--- src/rtl/lvSramPkg.sv ---
package lvSramPkg;

  typedef struct packed {
    logic load;    // capture request into datapath
    logic drvEn;   // write drivers on
    logic wlOn;    // global row line and block select active
    logic wwl;     // local write wordline
    logic rwl;     // local read wordline
    logic hdrOff;  // row supply header off (rail floats)
    logic prechg;  // read bitline precharge
    logic sense;   // capture read bitline
  } strobes_t;

  typedef enum logic [2:0] {
    PH_IDLE,
    PH_W_SETUP,
    PH_W_WLON,
    PH_W_FLOAT,
    PH_W_REST,
    PH_R_PRE,
    PH_R_EVAL
  } phase_e;

endpackage

--- src/rtl/lvSramCtrl.sv ---
module lvSramCtrl
  import lvSramPkg::*;
#(
  parameter int CNT_W     = 8,
  parameter int T_SETUP   = 2,
  parameter int T_WLON    = 2,
  parameter int T_FLOAT   = 3,
  parameter int T_RESTORE = 2,
  parameter int T_PRE     = 2,
  parameter int T_EVAL    = 3
) (
  input  logic     clk,
  input  logic     rstN,
  input  logic     reqValid,
  input  logic     reqWrite,
  output logic     reqReady,
  output strobes_t strb
);

  localparam logic [CNT_W-1:0] LD_SETUP   = CNT_W'(T_SETUP - 1);
  localparam logic [CNT_W-1:0] LD_WLON    = CNT_W'(T_WLON - 1);
  localparam logic [CNT_W-1:0] LD_FLOAT   = CNT_W'(T_FLOAT - 1);
  localparam logic [CNT_W-1:0] LD_RESTORE = CNT_W'(T_RESTORE - 1);
  localparam logic [CNT_W-1:0] LD_PRE     = CNT_W'(T_PRE - 1);
  localparam logic [CNT_W-1:0] LD_EVAL    = CNT_W'(T_EVAL - 1);

  phase_e           phase, phaseNext;
  logic [CNT_W-1:0] cnt, cntNext;
  logic             go, lastCycle;

  assign go        = reqValid && (phase == PH_IDLE);
  assign lastCycle = (cnt == '0);

  always_comb begin
    phaseNext = phase;
    cntNext   = cnt;
    if (phase == PH_IDLE) begin
      if (go) begin
        phaseNext = reqWrite ? PH_W_SETUP : PH_R_PRE;
        cntNext   = reqWrite ? LD_SETUP : LD_PRE;
      end
    end else if (!lastCycle) begin
      cntNext = cnt - 1'b1;
    end else begin
      unique case (phase)
        PH_W_SETUP: begin phaseNext = PH_W_WLON;  cntNext = LD_WLON;    end
        PH_W_WLON:  begin phaseNext = PH_W_FLOAT; cntNext = LD_FLOAT;   end
        PH_W_FLOAT: begin phaseNext = PH_W_REST;  cntNext = LD_RESTORE; end
        PH_R_PRE:   begin phaseNext = PH_R_EVAL;  cntNext = LD_EVAL;    end
        default:    begin phaseNext = PH_IDLE;    cntNext = '0;         end
      endcase
    end
  end

  always_ff @(posedge clk) begin
    if (!rstN) begin
      phase <= PH_IDLE;
      cnt   <= '0;
    end else begin
      phase <= phaseNext;
      cnt   <= cntNext;
    end
  end

  always_comb begin
    strb      = '0;
    strb.load = go;
    unique case (phase)
      PH_W_SETUP: strb.drvEn = 1'b1;
      PH_W_WLON: begin
        strb.drvEn = 1'b1; strb.wlOn = 1'b1; strb.wwl = 1'b1;
      end
      PH_W_FLOAT: begin
        strb.drvEn = 1'b1; strb.wlOn = 1'b1; strb.wwl = 1'b1; strb.hdrOff = 1'b1;
      end
      PH_W_REST: begin
        strb.drvEn = 1'b1; strb.wlOn = 1'b1; strb.wwl = 1'b1;
      end
      PH_R_PRE:  strb.prechg = 1'b1;
      PH_R_EVAL: begin
        strb.wlOn = 1'b1; strb.rwl = 1'b1; strb.sense = lastCycle;
      end
      default: ;
    endcase
  end

  assign reqReady = (phase == PH_IDLE);

endmodule

--- src/rtl/lvSramDatapath.sv ---
module lvSramDatapath
  import lvSramPkg::*;
#(
  parameter  int DATA_W = 128,
  parameter  int BLOCKS = 8,
  parameter  int ROWS   = 256,
  localparam int BLK_W  = $clog2(BLOCKS),
  localparam int ROW_W  = $clog2(ROWS),
  localparam int ADDR_W = BLK_W + ROW_W
) (
  input  logic              clk,
  input  logic              rstN,
  input  strobes_t          strb,
  input  logic [ADDR_W-1:0] reqAddr,
  input  logic [DATA_W-1:0] reqWdata,
  input  logic [DATA_W-1:0] rblData,
  output logic              rdValid,
  output logic [DATA_W-1:0] rdData,
  output logic              wrDrvEn,
  output logic [DATA_W-1:0] wrBl,
  output logic [DATA_W-1:0] wrBlb,
  output logic [ROWS-1:0]   gwl,
  output logic [BLOCKS-1:0] blkSel,
  output logic [BLOCKS-1:0] lwwl,
  output logic [BLOCKS-1:0] lrwl,
  output logic [BLOCKS-1:0] hdrOff,
  output logic [BLOCKS-1:0] rblPrechg,
  output logic              senseCap
);

  logic [BLK_W-1:0]  blkReg;
  logic [ROW_W-1:0]  rowReg;
  logic [DATA_W-1:0] dataReg;
  logic [BLOCKS-1:0] blkDec;
  logic              rowActive;

  always_ff @(posedge clk) begin
    if (!rstN) begin
      blkReg  <= '0;
      rowReg  <= '0;
      dataReg <= '0;
    end else if (strb.load) begin
      blkReg  <= reqAddr[ADDR_W-1:ROW_W];
      rowReg  <= reqAddr[ROW_W-1:0];
      dataReg <= reqWdata;
    end
  end

  assign blkDec    = BLOCKS'(1) << blkReg;
  assign gwl       = strb.wlOn ? (ROWS'(1) << rowReg) : '0;
  assign rowActive = |gwl;

  // local wordlines combine the global row line with the block select
  for (genvar b = 0; b < BLOCKS; b++) begin : gBlk
    assign blkSel[b]    = strb.wlOn & blkDec[b];
    assign lwwl[b]      = strb.wwl & blkSel[b] & rowActive;
    assign lrwl[b]      = strb.rwl & blkSel[b] & rowActive;
    assign hdrOff[b]    = strb.hdrOff & lwwl[b];
    assign rblPrechg[b] = strb.prechg & blkDec[b];
  end

  assign wrDrvEn  = strb.drvEn;
  assign wrBl     = strb.drvEn ? dataReg : '0;
  assign wrBlb    = strb.drvEn ? ~dataReg : '0;
  assign senseCap = strb.sense;

  always_ff @(posedge clk) begin
    if (!rstN) begin
      rdData  <= '0;
      rdValid <= 1'b0;
    end else begin
      rdValid <= strb.sense;
      if (strb.sense) rdData <= rblData;
    end
  end

endmodule

--- src/rtl/lvSramSeq.sv ---
module lvSramSeq
  import lvSramPkg::*;
#(
  parameter  int DATA_W    = 128,
  parameter  int BLOCKS    = 8,
  parameter  int ROWS      = 256,
  parameter  int CNT_W     = 8,
  parameter  int T_SETUP   = 2,
  parameter  int T_WLON    = 2,
  parameter  int T_FLOAT   = 3,
  parameter  int T_RESTORE = 2,
  parameter  int T_PRE     = 2,
  parameter  int T_EVAL    = 3,
  localparam int ADDR_W    = $clog2(BLOCKS) + $clog2(ROWS)
) (
  input  logic              clk,
  input  logic              rstN,
  input  logic              reqValid,
  input  logic              reqWrite,
  input  logic [ADDR_W-1:0] reqAddr,
  input  logic [DATA_W-1:0] reqWdata,
  output logic              reqReady,
  output logic              rdValid,
  output logic [DATA_W-1:0] rdData,
  output logic              wrDrvEn,
  output logic [DATA_W-1:0] wrBl,
  output logic [DATA_W-1:0] wrBlb,
  output logic [ROWS-1:0]   gwl,
  output logic [BLOCKS-1:0] blkSel,
  output logic [BLOCKS-1:0] lwwl,
  output logic [BLOCKS-1:0] lrwl,
  output logic [BLOCKS-1:0] hdrOff,
  output logic [BLOCKS-1:0] rblPrechg,
  output logic              senseCap,
  input  logic [DATA_W-1:0] rblData
);

  strobes_t strb;

  lvSramCtrl #(
    .CNT_W(CNT_W), .T_SETUP(T_SETUP), .T_WLON(T_WLON), .T_FLOAT(T_FLOAT),
    .T_RESTORE(T_RESTORE), .T_PRE(T_PRE), .T_EVAL(T_EVAL)
  ) uCtrl (
    .clk(clk), .rstN(rstN), .reqValid(reqValid), .reqWrite(reqWrite),
    .reqReady(reqReady), .strb(strb)
  );

  lvSramDatapath #(.DATA_W(DATA_W), .BLOCKS(BLOCKS), .ROWS(ROWS)) uDp (
    .clk(clk), .rstN(rstN), .strb(strb), .reqAddr(reqAddr), .reqWdata(reqWdata),
    .rblData(rblData), .rdValid(rdValid), .rdData(rdData), .wrDrvEn(wrDrvEn),
    .wrBl(wrBl), .wrBlb(wrBlb), .gwl(gwl), .blkSel(blkSel), .lwwl(lwwl),
    .lrwl(lrwl), .hdrOff(hdrOff), .rblPrechg(rblPrechg), .senseCap(senseCap)
  );

endmodule

--- config.mk ---
export PLATFORM = sky130hd
export DESIGN_NAME = lvSramSeq
export DESIGN_NICKNAME = d
export VERILOG_FILES = /design/src/rtl/lvSramPkg.sv /design/src/rtl/lvSramCtrl.sv /design/src/rtl/lvSramDatapath.sv /design/src/rtl/lvSramSeq.sv
export SDC_FILE = /design/constraint.sdc
export NUM_CORES = 1
export LEC_CHECK = 0
export ABC_CLOCK_PERIOD_IN_PS = 4500
export BUFFER_PORTS_ARGS = -buffer_cell sky130_fd_sc_hd__buf_4
export CAP_MARGIN = 20
export CORE_AREA = 2 2 369 371
export DETAILED_ROUTE_END_ITERATION = 7
export DIE_AREA = 0 0 371 373
export SYNTH_ARGS = -nofsm -noshare
export SYNTH_HDL_FRONTEND = slang
export SYNTH_SLANG_ARGS = --single-unit
--- constraint.sdc ---
create_clock -name clk -period 4.5 [get_ports clk]
set_input_delay 0.45 -clock clk [delete_from_list [all_inputs] [get_ports clk]]
set_output_delay 0.45 -clock clk [all_outputs]
set_load 0.05 [all_outputs]
Yosys cells after proc, flatten, opt, wreduce, memory -nomap -nowiden. Cells that the tools add are included. Widths: inputs -> output; s select.

Bitwise operators: 57. Eq/ne operators: 7. Shifts and indexed selects: 2. Add/sub/neg operators: 1. Reductions and logical operators: 11. Mux-type cells: 19.

Operators by type and width (count): $mux 128 (2); $mux 256 (1); $reduce_or 256->1 (1); $shl 1x8->256 const A (1); $not 128->128 (1); $and 1x1->1 (56); $mux 8 (3); $mux 3 (4); $pmux 3 s4 (1); $eq 3x3->1 const B (3); $logic_not 8->1 (1); $reduce_or 4->1 (2); $shl 1x3->8 const A (1); $sub 8x1->8 const B (1); $mux 1 (7); $eq 3x2->1 const B (2); $pmux 2 s2 (1); $reduce_or 2->1 (2); $eq 3x1->1 const B (1); $logic_not 3->1 (1); $reduce_or 3->1 (1); $ne 2x1->1 const B (1); $reduce_and 2->1 (1); $reduce_bool 2->1 (1); $logic_and 1x1->1 (1).

Logic and storage cells: 104. Register bits: 279. Input port bits: 271. Output and inout bits: 684.

Depth between registers and ports, before layout. Gate-level depths: netlist of the first run.

Depth in word-level cells: 7. Gate-level depth with buffers: 9. Depth with buffers taken out: 7.

Cells and area by module. Synthesis of the first run repeated with hierarchy kept, for this count alone.

Cells, all modules: 1675. Area total of the unflattened synthesis: 14796.7 um^2.

Modules (own cells, without submodules): lvSramDatapath (cells an instance 1584, instances 1, seq. area each 5365.1 um^2, area an instance 14033.5 um^2); lvSramCtrl (cells an instance 91, instances 1, seq. area each 220.2 um^2, area an instance 763.2 um^2).

Least setup slack after synthesis of the first run. OpenSTA, ideal clock, no wires.

Path type: register to output. Start point: reg uDp.rowReg[6]. End point: out gwl[216]. Required time: 4.050 ns. Path buffers: 2. Cell stages (with the launch flop): 7. Setup slack: 2.053 ns. Data arrival time: 1.997 ns. Cells stage by stage: dfxtp_1 nor2b_1 clkbuf_1 nor2b_1 nand2_1 clkbuf_1 nor2_1.

Cells in the longest elaborated chain, start to end: 2.

Ends and longest elaborated chain: start, declared (RTL line lvSramDatapath.sv:32) `logic [ROW_W-1:0] rowReg;`; start signal, assigned (RTL line lvSramDatapath.sv:44) `rowReg <= reqAddr[ROW_W-1:0];`; $shl 1x8->256 (RTL line lvSramDatapath.sv:50) `assign gwl = strb.wlOn ? (ROWS'(1) << rowReg) : '0;`; $mux 256 (RTL line lvSramDatapath.sv:50); end, declared (RTL line lvSramSeq.sv:28) `output logic [ROWS-1:0] gwl,`.

No other way between the ends.

Final worst setup path of the first run.
Start point: reg uCtrl.phase[1]. End point: out gwl[181].

Cells in the longest elaborated chain, start to end: 4. Elaborated cells on any way between the ends: 7. Those cells by class: eq/ne (4); mux (2); reduce/logical (1).

Ends and longest elaborated chain: start, declared (RTL line lvSramCtrl.sv:27) `phase_e phase, phaseNext;`; start signal, assigned (RTL line lvSramCtrl.sv:60) `phase <= phaseNext;`; $eq 3x2->1 / $eq 3x3->1 (equally long branches) (RTL line lvSramCtrl.sv:68) `unique case (phase)`; $reduce_or 4->1 (no source line) *; $mux 1 * (RTL line lvSramCtrl.sv:68); $mux 256 * (RTL line lvSramDatapath.sv:50).

Mark *: on every way between the ends. The rest lies on a longest branch, timed or not.

==> results of run 1 <==
## worst max-delay path by stage
stage              startpoint  endpoint  slack, ns  depth (start not counted)
2_1_floorplan   uDp.rowReg[6]  gwl[216]       2.05                          6
4_1_cts        uCtrl.phase[1]  gwl[181]       0.73                          5
3_5_place_dp   uCtrl.phase[1]  gwl[181]       1.38                          5
5_1_grt        uCtrl.phase[1]  gwl[181]       0.55                          5
3_3_place_gp   uCtrl.phase[1]  gwl[181]       1.49                          5
6_report       uCtrl.phase[1]  gwl[181]       0.75                          5
## layer usage
layer  up-vias  wire length, um  GRT usage  share of wire
li1       7980                -          -              -
met1      7966            31140     0.1230           0.36
met2       836            41550     0.1972           0.48
met3       171            11080    0.06197           0.13
met4        64             2622    0.04232          0.030
met5         -              429          0         0.0049
## worst reg2reg max path: cells and delay by family, from the launching register on
family          cells  cell delay [ns]
buf+inv             3             1.23
flops               1             0.67
compound gates      1             0.16
simple gates        3             0.82
## kinds of logic after synthesis
kind of cell	share of synthesized area
adders and majority gates	0.001933
and+or+nand+nor	0.3939
DFF	0.4316
xor gates and xnor gates	0.001354
AOI/OAI and AO/OA	0.1155
buffers and inverters	0.05569
## state kept, by name, indices dropped and copies added (netlist names)
signal       count
uDp.dataReg    128
uCtrl.phase      3
uDp.rdValid      1
uCtrl.cnt        8
uDp.rowReg       8
uDp.blkReg       3
uDp.rdData     128
## report_power, final
group,switching (W),internal [W]
sequential,0.000414,0.00280
combinational,0.00827,0.00275
clock,0.00120,0.00191
total,0.00988,0.00747
## layout make-up
class | instances | area (um^2) | share of cell area
Antenna cell | 9 | 22.52 | 0.0009720
Clock buffer | 50 | 1087 | 0.04692
Clock inverter | 11 | 168.9 | 0.007290
Inverter | 7 | 36.28 | 0.001566
Multi-Input combinational cell | 1517 | 6675 | 0.2881
Sequential cell | 279 | 5585 | 0.2410
Tap cell | 1781 | 2228 | 0.09617
Timing Repair Buffer | 973 | 7367 | 0.3179
## metrics by stage
step                hold WS, ns  setup WS, ns  std cells
floorplan                0.4452         2.053       1969
global placement         0.4425         1.490       4557
detailed placement       0.4468         1.383       4557
CTS                     0.06436        0.7316       4618
global route            0.09355        0.5468       4621
finish                   0.1184        0.7498       4627
## cells in the final DEF, fill, tap and decap left out, types with 2 or more instances in the layout
cell type,count
sky130_fd_sc_hd__a21oi_1,275
sky130_fd_sc_hd__inv_1,4
sky130_fd_sc_hd__nor2_1,436
sky130_fd_sc_hd__or3_1,5
sky130_fd_sc_hd__clkbuf_1,4
sky130_fd_sc_hd__nand2_1,593
sky130_fd_sc_hd__nand2b_1,5
sky130_fd_sc_hd__a31oi_1,3
sky130_fd_sc_hd__ha_1,2
sky130_fd_sc_hd__clkbuf_8,7
sky130_fd_sc_hd__nand2_4,2
sky130_fd_sc_hd__clkinv_2,3
sky130_fd_sc_hd__nand4_1,5
sky130_fd_sc_hd__nand3b_1,5
sky130_fd_sc_hd__buf_12,5
sky130_fd_sc_hd__diode_2,9
sky130_fd_sc_hd__dfxtp_1,279
sky130_fd_sc_hd__nor3_1,4
sky130_fd_sc_hd__nor2b_1,12
sky130_fd_sc_hd__or3b_2,3
sky130_fd_sc_hd__or4_1,2
sky130_fd_sc_hd__o21ai_0,4
sky130_fd_sc_hd__buf_4,968
sky130_fd_sc_hd__clkbuf_16,39
sky130_fd_sc_hd__and3_1,128
sky130_fd_sc_hd__bufinv_16,4
sky130_fd_sc_hd__o41ai_1,2
sky130_fd_sc_hd__nand3_1,12
sky130_fd_sc_hd__inv_6,3
==> impl_summary.md, run 1 <==
Critical path
The data arrival time at the worst-slack endpoint is 3.30 ns. The kind of critical path is register to output pin. The largest driver fanout on the critical path is 16.

Setup slack on the worst reg-to-reg path comes out at 1.56 ns. Broken down by cell family, the worst path's largest delay share belongs to simple AND/OR/NAND/NOR gates. The element type at the critical path end is an output pin.

The worst register-to-register path has a depth of 7. The critical path goes through nand2b_1 -> a21boi_2 -> nand4_1 -> nor2_1 -> buf_4. The kind of launch point of the worst setup path is a register. The endpoint required time on the critical path is 4.05 ns. The largest incremental delay on the critical path is 0.86 ns. In this run the critical register-to-register path is launched from uCtrl.phase[1].

Counting both buffers and inverters, the worst setup path holds a total of 1. The terminus of the critical flop-to-flop path is uDp.dataReg[105]. The cell with the largest stage delay on the worst path is sky130_fd_sc_hd__nand4_1.

Drt
The overall via count from detail_route is 17,017. For this run, the detailed router's first-pass iteration total came to 5. Dividing the detail-routed via count by the number of cells gives 3.678. Summed over all layers, the routed wires come to 86.83 mm.

For this run, design rule violations remaining after detail routing come to 0. The number of DRC violations after detailed-routing iteration 0 is 1,399. The residual antenna-violating net count after detailed routing is 0. Dividing the detail-routed wire length by the instance count gives 18.77 um.

Yosys
Ranked by instance count, the synthesized netlist is headed by sky130_fd_sc_hd__nand2_1 (595), sky130_fd_sc_hd__nor2_1 (436), sky130_fd_sc_hd__dfxtp_1 (279). The number of nets in the synthesized netlist is 2,242. The count of unique library cells instantiated by Yosys is 42. For this run, the leading register cell type out of synthesis is sky130_fd_sc_hd__dfxtp_1. Of all cell types, the one taking the most synthesized area is sky130_fd_sc_hd__dfxtp_1.

The cell area that synthesis handed to floorplanning was 0.01294 mm^2. The share of the Yosys chip area taken by registers is 0.4316. The gate count of the mapped netlist is 1,969. In this run the mean area of a mapped cell was 6.572 um^2. Counting flops with an async set or reset pin after synthesis yields a share of 0.

The synthesized design contains 0 enable-type register cells. The number of warnings issued by yosys is 0. The number of register bits inferred by synthesis is 279.

The dominant cell by count in the synthesized netlist is sky130_fd_sc_hd__nand2_1. In the post-synthesis netlist, the biggest area contributors are sky130_fd_sc_hd__dfxtp_1 (43%), sky130_fd_sc_hd__nand2_1 (17%), sky130_fd_sc_hd__nor2_1 (13%). Of the post-synthesis cell area, the dominant cell type holds 0.4316.

STA
Setup repair after global routing left no endpoint under its margin. The final clock skew is 0.01909 ns. In the finished design, the share of the clock period the worst path needs comes to 0.8334. The post-layout minimum cycle time is 3.750 ns. Headroom to the max-slew limit came out at 0.2485. Setup violations remaining at the end of the flow were counted as 0. The final hold violation count is 0. Based on the critical path, the design can be clocked at up to 0.2667 GHz.

At the pin with the least slew margin, the transition time is 1.125 ns. The setup TNS is 0 ns. The final-report max-slew violation count came to 0.

Floorplan
The die area is 0.1384 mm^2. From left edge to right edge, the die measures 371 um. The boundary pin count is 955. The starting density of the core is 0.09613. In this run the standard cell core region covers 0.1346 mm^2.

From bottom edge to top edge, the die measures 373 um. The floorplan has 135 rows.

Clock tree
The number of buffers added by the clock tree synthesis step is 37. TritonCTS built the clock tree. Clock tree synthesis found a total of 279 sinks. Clock-pin slew was measured on the worst setup and hold paths at 0.05 ns.

The post-CTS setup-driven buffer insertion count is 0. The number of gates given a new drive strength after cts is 0. The clock reaches the later pin of the worst-skew pair after 0.56 ns. The largest buffer count on any clock path is 3. The root buffer cell chosen for the clock tree is sky130_fd_sc_hd__clkbuf_16. The clock tree synthesis step divided the H-tree into 2 levels. The number of hold buffers added after CTS is 0.

Finish
Of the cells placed in the final design, the portion with a size suffix greater than 1 is 0.3687. The finished cells cover 0.02317 mm^2. Counting the fill cells in the layout gives 15,257.

From synthesis to final layout, the design area changed by 79.05%. The utilization after layout is 0.1721. The final layout contains 3,088 nets.

Placed design
The placed instances occupy a cell area of 0.02189 mm^2. The post-DP HPWL is 70.04 mm. The count of buffers from port buffering is 954. The congestion estimate from routability-driven global placement came to 0.9414.

Status
The run finished with clean final reports.

Global routing
The wire length of the first global-routing pass is 116.3 mm. The number of global-route vias before repair is 15,681. The number of antenna violations at the first check in global routing is 56.

After global routing the overflow that remains totals 0. In the global route stage, overall resource usage came out at 0.1171. Entering global routing, the biggest net connects 117 pins.

Hold path
The tightest min-delay check is of the input pin to register type. The terminating pin of the worst hold path is uDp.rdData[38]. The number of cells traversed by the worst hold path is 3. The critical hold path startpoint is rblData[38].

Pwr
In this run the power density over the cells is 748.6 mW/mm^2. The overall power after layout is 0.01735 W. The analysis attributes to cell leakage a power of 10.30 nW. VDD sags by at most 0.4878 mV.

Job
Across the run, the number of max-cap violations was 0.
(Power assumes the default switching activity.)
==> run 2, diff against run 1 <==
- ABC_CLOCK_PERIOD_IN_PS: 4500 -> 3350
- clock period: 4.5 -> 3.35 ns (I/O delays scaled with it)
==> run 2 against run 1 <==
Clock skew increased by 0.00062 ns. Routed wire length increased by 3.3%. Power increased by 34%. Sequential power increased by 34%. First-iteration DRC count decreased by 13%. Worst hold slack got worse by 0.067 ns. Design area increased by 8.9%. Count of clock-buffer cells in the layout unchanged. Cell count increased by 5.0%. Register-to-register slack got worse by 0.74 ns. Clock power increased by 15%. Non-clock buffer count increased by 228. Critical path type unchanged. Critical endpoint is now gwl[128]. Highest routed layer unchanged.
==> impl_summary.md, run 2 (same netlist as run 1, synthesis figures left out) <==
Clock tree
The clock tree from TritonCTS is done. The later pin in the worst-skew pair is clocked with a latency of 0.56 ns. The cell sitting at the root of the clock tree is a sky130_fd_sc_hd__clkbuf_16.

After clock tree synthesis, the clock-pin slew on the worst setup and hold paths is 0.06 ns. Buffers inserted during clock tree synthesis total 35. CTS built an H-tree with a depth of 2. The largest buffer count on any clock path is 3. The clock sink count is 279.

Floorplan
The die width is 371 um. The floorplan step defined a die boundary enclosing 0.1384 mm^2. The region available for standard cell placement spans 0.1346 mm^2. The starting density of the core is 0.09613. For this design the top-level I/O count stands at 955. The die is 373 um tall. The floorplan row count is 135.

Critical path
The largest individual stage delay along the critical path comes from the cell sky130_fd_sc_hd__nand2_1. Along the worst path, the maximum fanout reaches 16. The worst setup path is of the register to output pin kind. The signal on the critical path passes through nand2b_1 -> a21boi_2 -> nand2_1 -> nor2_1 -> buf_4. In this run the worst setup path begins at uCtrl.phase[2]. The worst setup path is launched from a register. The start of the worst register-to-register path is uCtrl.cnt[0].

Data arrives at the worst endpoint at 2.96 ns. The largest incremental delay on the critical path is 0.70 ns. The element type at the critical path end is an output pin.

The endpoint required time on the critical path is 3.01 ns.

Finish
At the end of the flow the core is filled with cells to 0.1874. The fill cell total of the finished layout is 15,120. The largest registers in the layout are uDp.dataReg x128, uDp.rdData x128. The area of all placed cells without fillers is 0.02523 mm^2. The top cell types in the final layout, fill and taps aside, are sky130_fd_sc_hd__buf_4 (998), sky130_fd_sc_hd__nand2_1 (593), sky130_fd_sc_hd__nor2_1 (436).

The final layout contains 3,314 nets. The most frequent standard cell in the layout excluding fill and tap cells is sky130_fd_sc_hd__buf_4. Of the cells placed in the final design, the portion with a size suffix greater than 1 is 0.3507. The layout-stage area growth over the synthesis result is 94.97%.

Pwr
Of the total power, the share spent switching nets is 0.5772. The switching power is 0.01340 W. The cell-internal power is 0.009819 W. The register share of total power is 0.185.

The share of total power dissipated in the clock network is 0.155. The power density of the placed cells is 920.4 mW/mm^2. The worst voltage drop across the vdd grid is 0.6475 mV.

The leakage component of the power is 11.20 nW. The share of total power dissipated in combinational logic is 0.660.

Placed design
The global placer's final weighted congestion is 0.9125. The standard cell area after detailed placement is 0.02220 mm^2. In this run the tool buffered the top-level ports with 954 buffer cells.

The HPWL after detailed placement is 71.81 mm.

Global routing
The number of antenna violations at the first check in global routing came to 45. The number of global-route vias before repair is 17,093. The wire length of the first global-routing pass is 122.9 mm. Entering global routing, the biggest net connects 111 pins. Global routing finished with a remaining overflow of 0.

The overall fraction of global-route tracks in use is 0.1220.

Drt
For this block, the initial DRC count from the detailed router was 1,224. Detailed routing inserted a total of 18,066 vias. The mean number of vias per cell is 3.718. Once detail routing completed, the nets flagged for antenna violations numbered 0. The first detailed-routing pass ran for 8 iterations. The routed design has 89.66 mm of wire.

The post-route DRC violation count is 0. The average routed wire per standard cell is 18.45 um.

Job
Across the run, the number of max-cap violations was 0.

STA
The final-report setup violation count is 0. Static timing analysis puts the maximum clock frequency at 0.3032 GHz. The remaining max-slew budget at the tightest pin is 0.3072.

The final-report max-slew violation count came to 0. The final clock skew is 0.01971 ns. The ratio of final minimum period to clock period is 0.9844.

Counting I/O delays and the setup requirement, the final critical path takes 3.298 ns. Setup total negative slack on the finished layout was measured at 0 ns. The transition time of the tightest slew-check pin is 1.037 ns.

Setup repair after global routing could not meet its margin everywhere. The final hold violation count is 0.

Hold path
The class of the tightest hold or removal check is input pin to register. The critical hold path startpoint is rblData[125].

Status
The run finished with clean final reports.
run 2: path summary, 6_finish.rpt:
check	to	slack [ns]	cells past startpoint
max	gwl[128]	0.05	5
min	uDp.rdData[125]	0.05	3
max reg2reg	uDp.rdData[40]	0.82	9
min reg2reg	uDp.rdData[9]	0.45	2
run 2: metal layers:
metal | global-route usage | vias to the layer above | share of wire
met5 | 0 | - | 0.0026
met3 | 0.04321 | 167 | 0.097
li1 | - | 8463 | -
met4 | 0.04255 | 36 | 0.035
met1 | 0.1388 | 8503 | 0.39
met2 | 0.2092 | 897 | 0.48
run 2: what timing repair did:
action,4_1_cts,5_1_grt
endpoints found under the setup margin,1,77
hold buffers,194,0
endpoints found under the hold margin,194,0
gates resized for setup,1,0
buffers inserted,0,0
run 2: area by class of cell:
class / count / area [um^2] / share of cell area
multi-input combinational: 1517 / 6680 / 0.2648
clock inverter: 11 / 72.57 / 0.002876
sequential: 279 / 5585 / 0.2214
inverter: 7 / 36.28 / 0.001438
timing repair buffer: 1201 / 9614 / 0.3810
antenna: 13 / 32.53 / 0.001289
tap: 1781 / 2228 / 0.08832
clock buffer: 50 / 982.2 / 0.03893
run 2: metrics by stage:
step | hold WS [ns] | std cells | setup slack [ns] | power, W
finish | 0.05135 | 4859 | 0.05218 | 0.02322
global route | 0.01135 | 4852 | -0.1182 | 0.02422
CTS | 0.0009333 | 4846 | 0.09240 | 0.02339
detailed placement | 0.4466 | 4591 | 0.6068 | 0.01950
global placement | 0.4422 | 4591 | 0.6576 | 0.01941
floorplan | 0.4452 | 1969 | 1.018 | 0.01414
run 2: critical path, delay by kind of cell, from the launching register on:
kind,cells,cell delay (ns)
and+or+nand+nor,3,1.17
AOI/OAI and AO/OA,1,0.36
buffers and inverters,1,0.24
DFF,1,0.63
run 2: power groups by stage:
stage          sequential (W)  combinational (W)  clock [W]
3_3_place_gp          0.00434             0.0151          0
6_report              0.00430             0.0153    0.00359
3_5_place_dp          0.00435             0.0152          0
4_1_cts               0.00428             0.0154    0.00374
5_1_grt               0.00436             0.0160    0.00387
2_1_floorplan         0.00415             0.0100          0
==> run 3, diff against run 2 <==
- SETUP_SLACK_MARGIN: default -> 0.1
==> run 3 against run 2 <==
Worst hold slack got worse by 0.00066 ns. Sequential power is essentially flat. Core utilization about the same. Non-clock buffer count unchanged. Largest cell class unchanged. Largest power group unchanged. Highest routed layer unchanged.
==> impl_summary.md, run 3 (same netlist as run 1, synthesis figures left out) <==
STA
The final-report max-slew violation count is 0. The setup TNS is 0 ns. The transition time of the tightest slew-check pin is 1.009 ns.

The final hold violation count is 0. Setup repair after global routing could not meet its margin everywhere. The smallest clock period supported by the final layout is computed as 3.210 ns.

Timing would allow up to 0.3115 GHz. The ratio of final minimum period to clock period is 0.9581. The final-report setup violation count is 0. The final clock skew is 0.01866 ns.

Hold is met by 0.05069 ns. The remaining max-slew budget at the tightest pin is 0.3255.

Status
The run finished with clean final reports.

Critical path
The number of cells on the worst reg-to-reg path is 8. The critical path ends at gwl[240]. The kind of launch point of the worst setup path is a register.

The worst register-to-register path begins at uCtrl.phase[0]. STA classifies the critical path endpoint as an output pin. The data arrival time at the worst-slack endpoint is 2.87 ns.

For the worst setup path, the data required time is 3.01 ns. The largest driver fanout on the critical path is 16. The beginning of the critical path is uCtrl.phase[2].

The kind of critical path is register to output pin. The worst register-to-register path ends at uDp.rdData[40]. The reg2reg setup slack is 0.82 ns.

Pwr
Of the total power, the share spent switching nets is 0.5778. The proportion of power drawn by combinational gates is 0.660. The analysis attributes to cell leakage a power of 11.21 nW. The switching power is 0.01345 W.

The register share of total power is 0.186. The share of total power in the clock network is 0.154. The cell-internal power is 0.009828 W. Across the VDD grid, the largest voltage drop is 0.6471 mV. The power density of the placed cells is 922.3 mW/mm^2.

Finish
The layout-stage area growth over the synthesis result is 95.06%. The fill cell total of the finished layout is 15,119. In the final layout, the registers with the most flip-flops are uDp.dataReg x128, uDp.rdData x128.

In the layout the commonest cells are sky130_fd_sc_hd__buf_4 (998), sky130_fd_sc_hd__nand2_1 (593), sky130_fd_sc_hd__nor2_1 (436). After routing the design area is 0.02524 mm^2. Of the cells placed in the final design, the portion with a size suffix greater than 1 is 0.3513.

The library cell used most frequently in the layout, excluding fill and tap cells, is sky130_fd_sc_hd__buf_4. The number of nets in the finished design is 3,315.

Placed design
Detailed placement finished with a half-perimeter wire length of 71.81 mm. The standard cell area after detailed placement is 0.02220 mm^2. In this run the tool buffered the top-level ports with 954 buffer cells. The global placer's final weighted congestion is 0.9125.

Clock tree
The clock sink count is 279. Counting the buffers created by CTS gives 35. The cell at the root of the clock tree is sky130_fd_sc_hd__clkbuf_16. The largest buffer count on any clock path is 3.

The number of H-tree levels is 2. Post-CTS timing repair inserted 0 buffers for setup. The clock tree from TritonCTS is done. The clock latency of the later-clocked register in the worst-skew pair is 0.56 ns. The clock transition at the registers of the reported paths is 0.06 ns.

Global routing
The number of antenna violations at the first check in global routing came to 46. The number of global-route vias before repair is 17,093. After global routing the overflow that remains totals 0. The first global-routing pass estimated 122.9 mm of wire. Entering global routing, the biggest net connects 111 pins. The overall fraction of global-route tracks in use is 0.1220.

Drt
The overall via count from detail_route is 18,095. For this run, design rule violations remaining after detail routing come to 0. Using the TritonRoute via totals, the vias-per-cell ratio works out to 3.722. Dividing the detail-routed wire length by the instance count gives 18.55 um. After detailed routing, the total wire length is 90.18 mm. After the first detailed-routing iteration, the DRC count stood at 1,132. The first detailed-routing pass ran for 6 iterations. The detail route stage leaves a number of antenna-violating nets equal to 0.

Floorplan
The floorplan die height is 373 um. The initial utilization of the core area, before any placement, comes to 0.09613. The floorplan step defined a die boundary enclosing 0.1384 mm^2. The area of the core region is 0.1346 mm^2. The floorplan row count is 135. 955 I/O pins were placed. The die width is 371 um.

Job
The count of max-cap constraint violations is 0.

Hold path
The class of the tightest hold or removal check is input pin to register.
-- run 3: worst max-delay path, stage by stage, from the launching register on --
cell and delay, ns:
sky130_fd_sc_hd__dfxtp_2 0.53, sky130_fd_sc_hd__nand2b_1 0.15, sky130_fd_sc_hd__a21boi_2 0.36, sky130_fd_sc_hd__nand2_1 0.68, sky130_fd_sc_hd__nor2_1 0.35, sky130_fd_sc_hd__buf_4 0.24
-- run 3: cell type report --
| cell class | count | area (um^2) | area share |
|---|---|---|---|
| Antenna cell | 14 | 35.03 | 0.001388 |
| Inverter | 7 | 36.28 | 0.001437 |
| Timing Repair Buffer | 1201 | 9614 | 0.3809 |
| Clock buffer | 50 | 982.2 | 0.03891 |
| Multi-Input combinational cell | 1518 | 6688 | 0.2649 |
| Tap cell | 1781 | 2228 | 0.08828 |
| Clock inverter | 11 | 72.57 | 0.002875 |
| Sequential cell | 279 | 5587 | 0.2213 |
-- run 3: how the worst min path moves through the flow --
stage	start	end	slack (ns)	cells past startpoint
after CTS	reqWdata[85]	uDp.dataReg[85]	0.0009	3
after global placement	uDp.rdData[48]	uDp.rdData[48]	0.44	2
after detailed placement	uDp.rdData[94]	uDp.rdData[94]	0.45	2
final	rblData[125]	uDp.rdData[125]	0.05	3
after global routing	rblData[119]	uDp.rdData[119]	0.01	3
after floorplan	uDp.dataReg[0]	uDp.dataReg[0]	0.45	2
-- run 3: what timing repair did --
action / in CTS / in global routing
hold buffers: 194 / 0
endpoints found under the hold margin: 194 / 0
endpoints found under the setup margin: 3 / 176
pin swaps: 0 / 1
gates cloned: 0 / 1
resized for setup: 1 / 1
-- run 3: metal layers --
layer / vias to the layer above / global-route usage / wire length, um
met5: - / 0 / 233
met4: 36 / 0.04255 / 3149
met3: 169 / 0.04321 / 8816
met2: 905 / 0.2092 / 43170
met1: 8517 / 0.1388 / 34810
li1: 8468 / - / -
-- run 3: metrics by stage --
| stage | total power, W | cells | worst slack [ns] | utilization |
|---|---|---|---|---|
| after floorplan | 0.01414 | 1969 | 1.018 | - |
| after detailed placement | 0.01950 | 4591 | 0.6068 | 0.1649 |
| after global placement | 0.01941 | 4591 | 0.6576 | 0.1649 |
| final | 0.02328 | 4861 | 0.1402 | 0.1875 |
| after CTS | 0.02339 | 4846 | 0.09240 | 0.1872 |
| after global routing | 0.02428 | 4853 | 0.03248 | 0.1874 |
-- run 3: power by group through the flow --
stage	sequential [W]	combinational [W]	clock (W)
after global routing	0.00438	0.0160	0.00387
after CTS	0.00428	0.0154	0.00374
after floorplan	0.00415	0.0100	0
final	0.00432	0.0154	0.00359
after global placement	0.00434	0.0151	0
after detailed placement	0.00435	0.0152	0
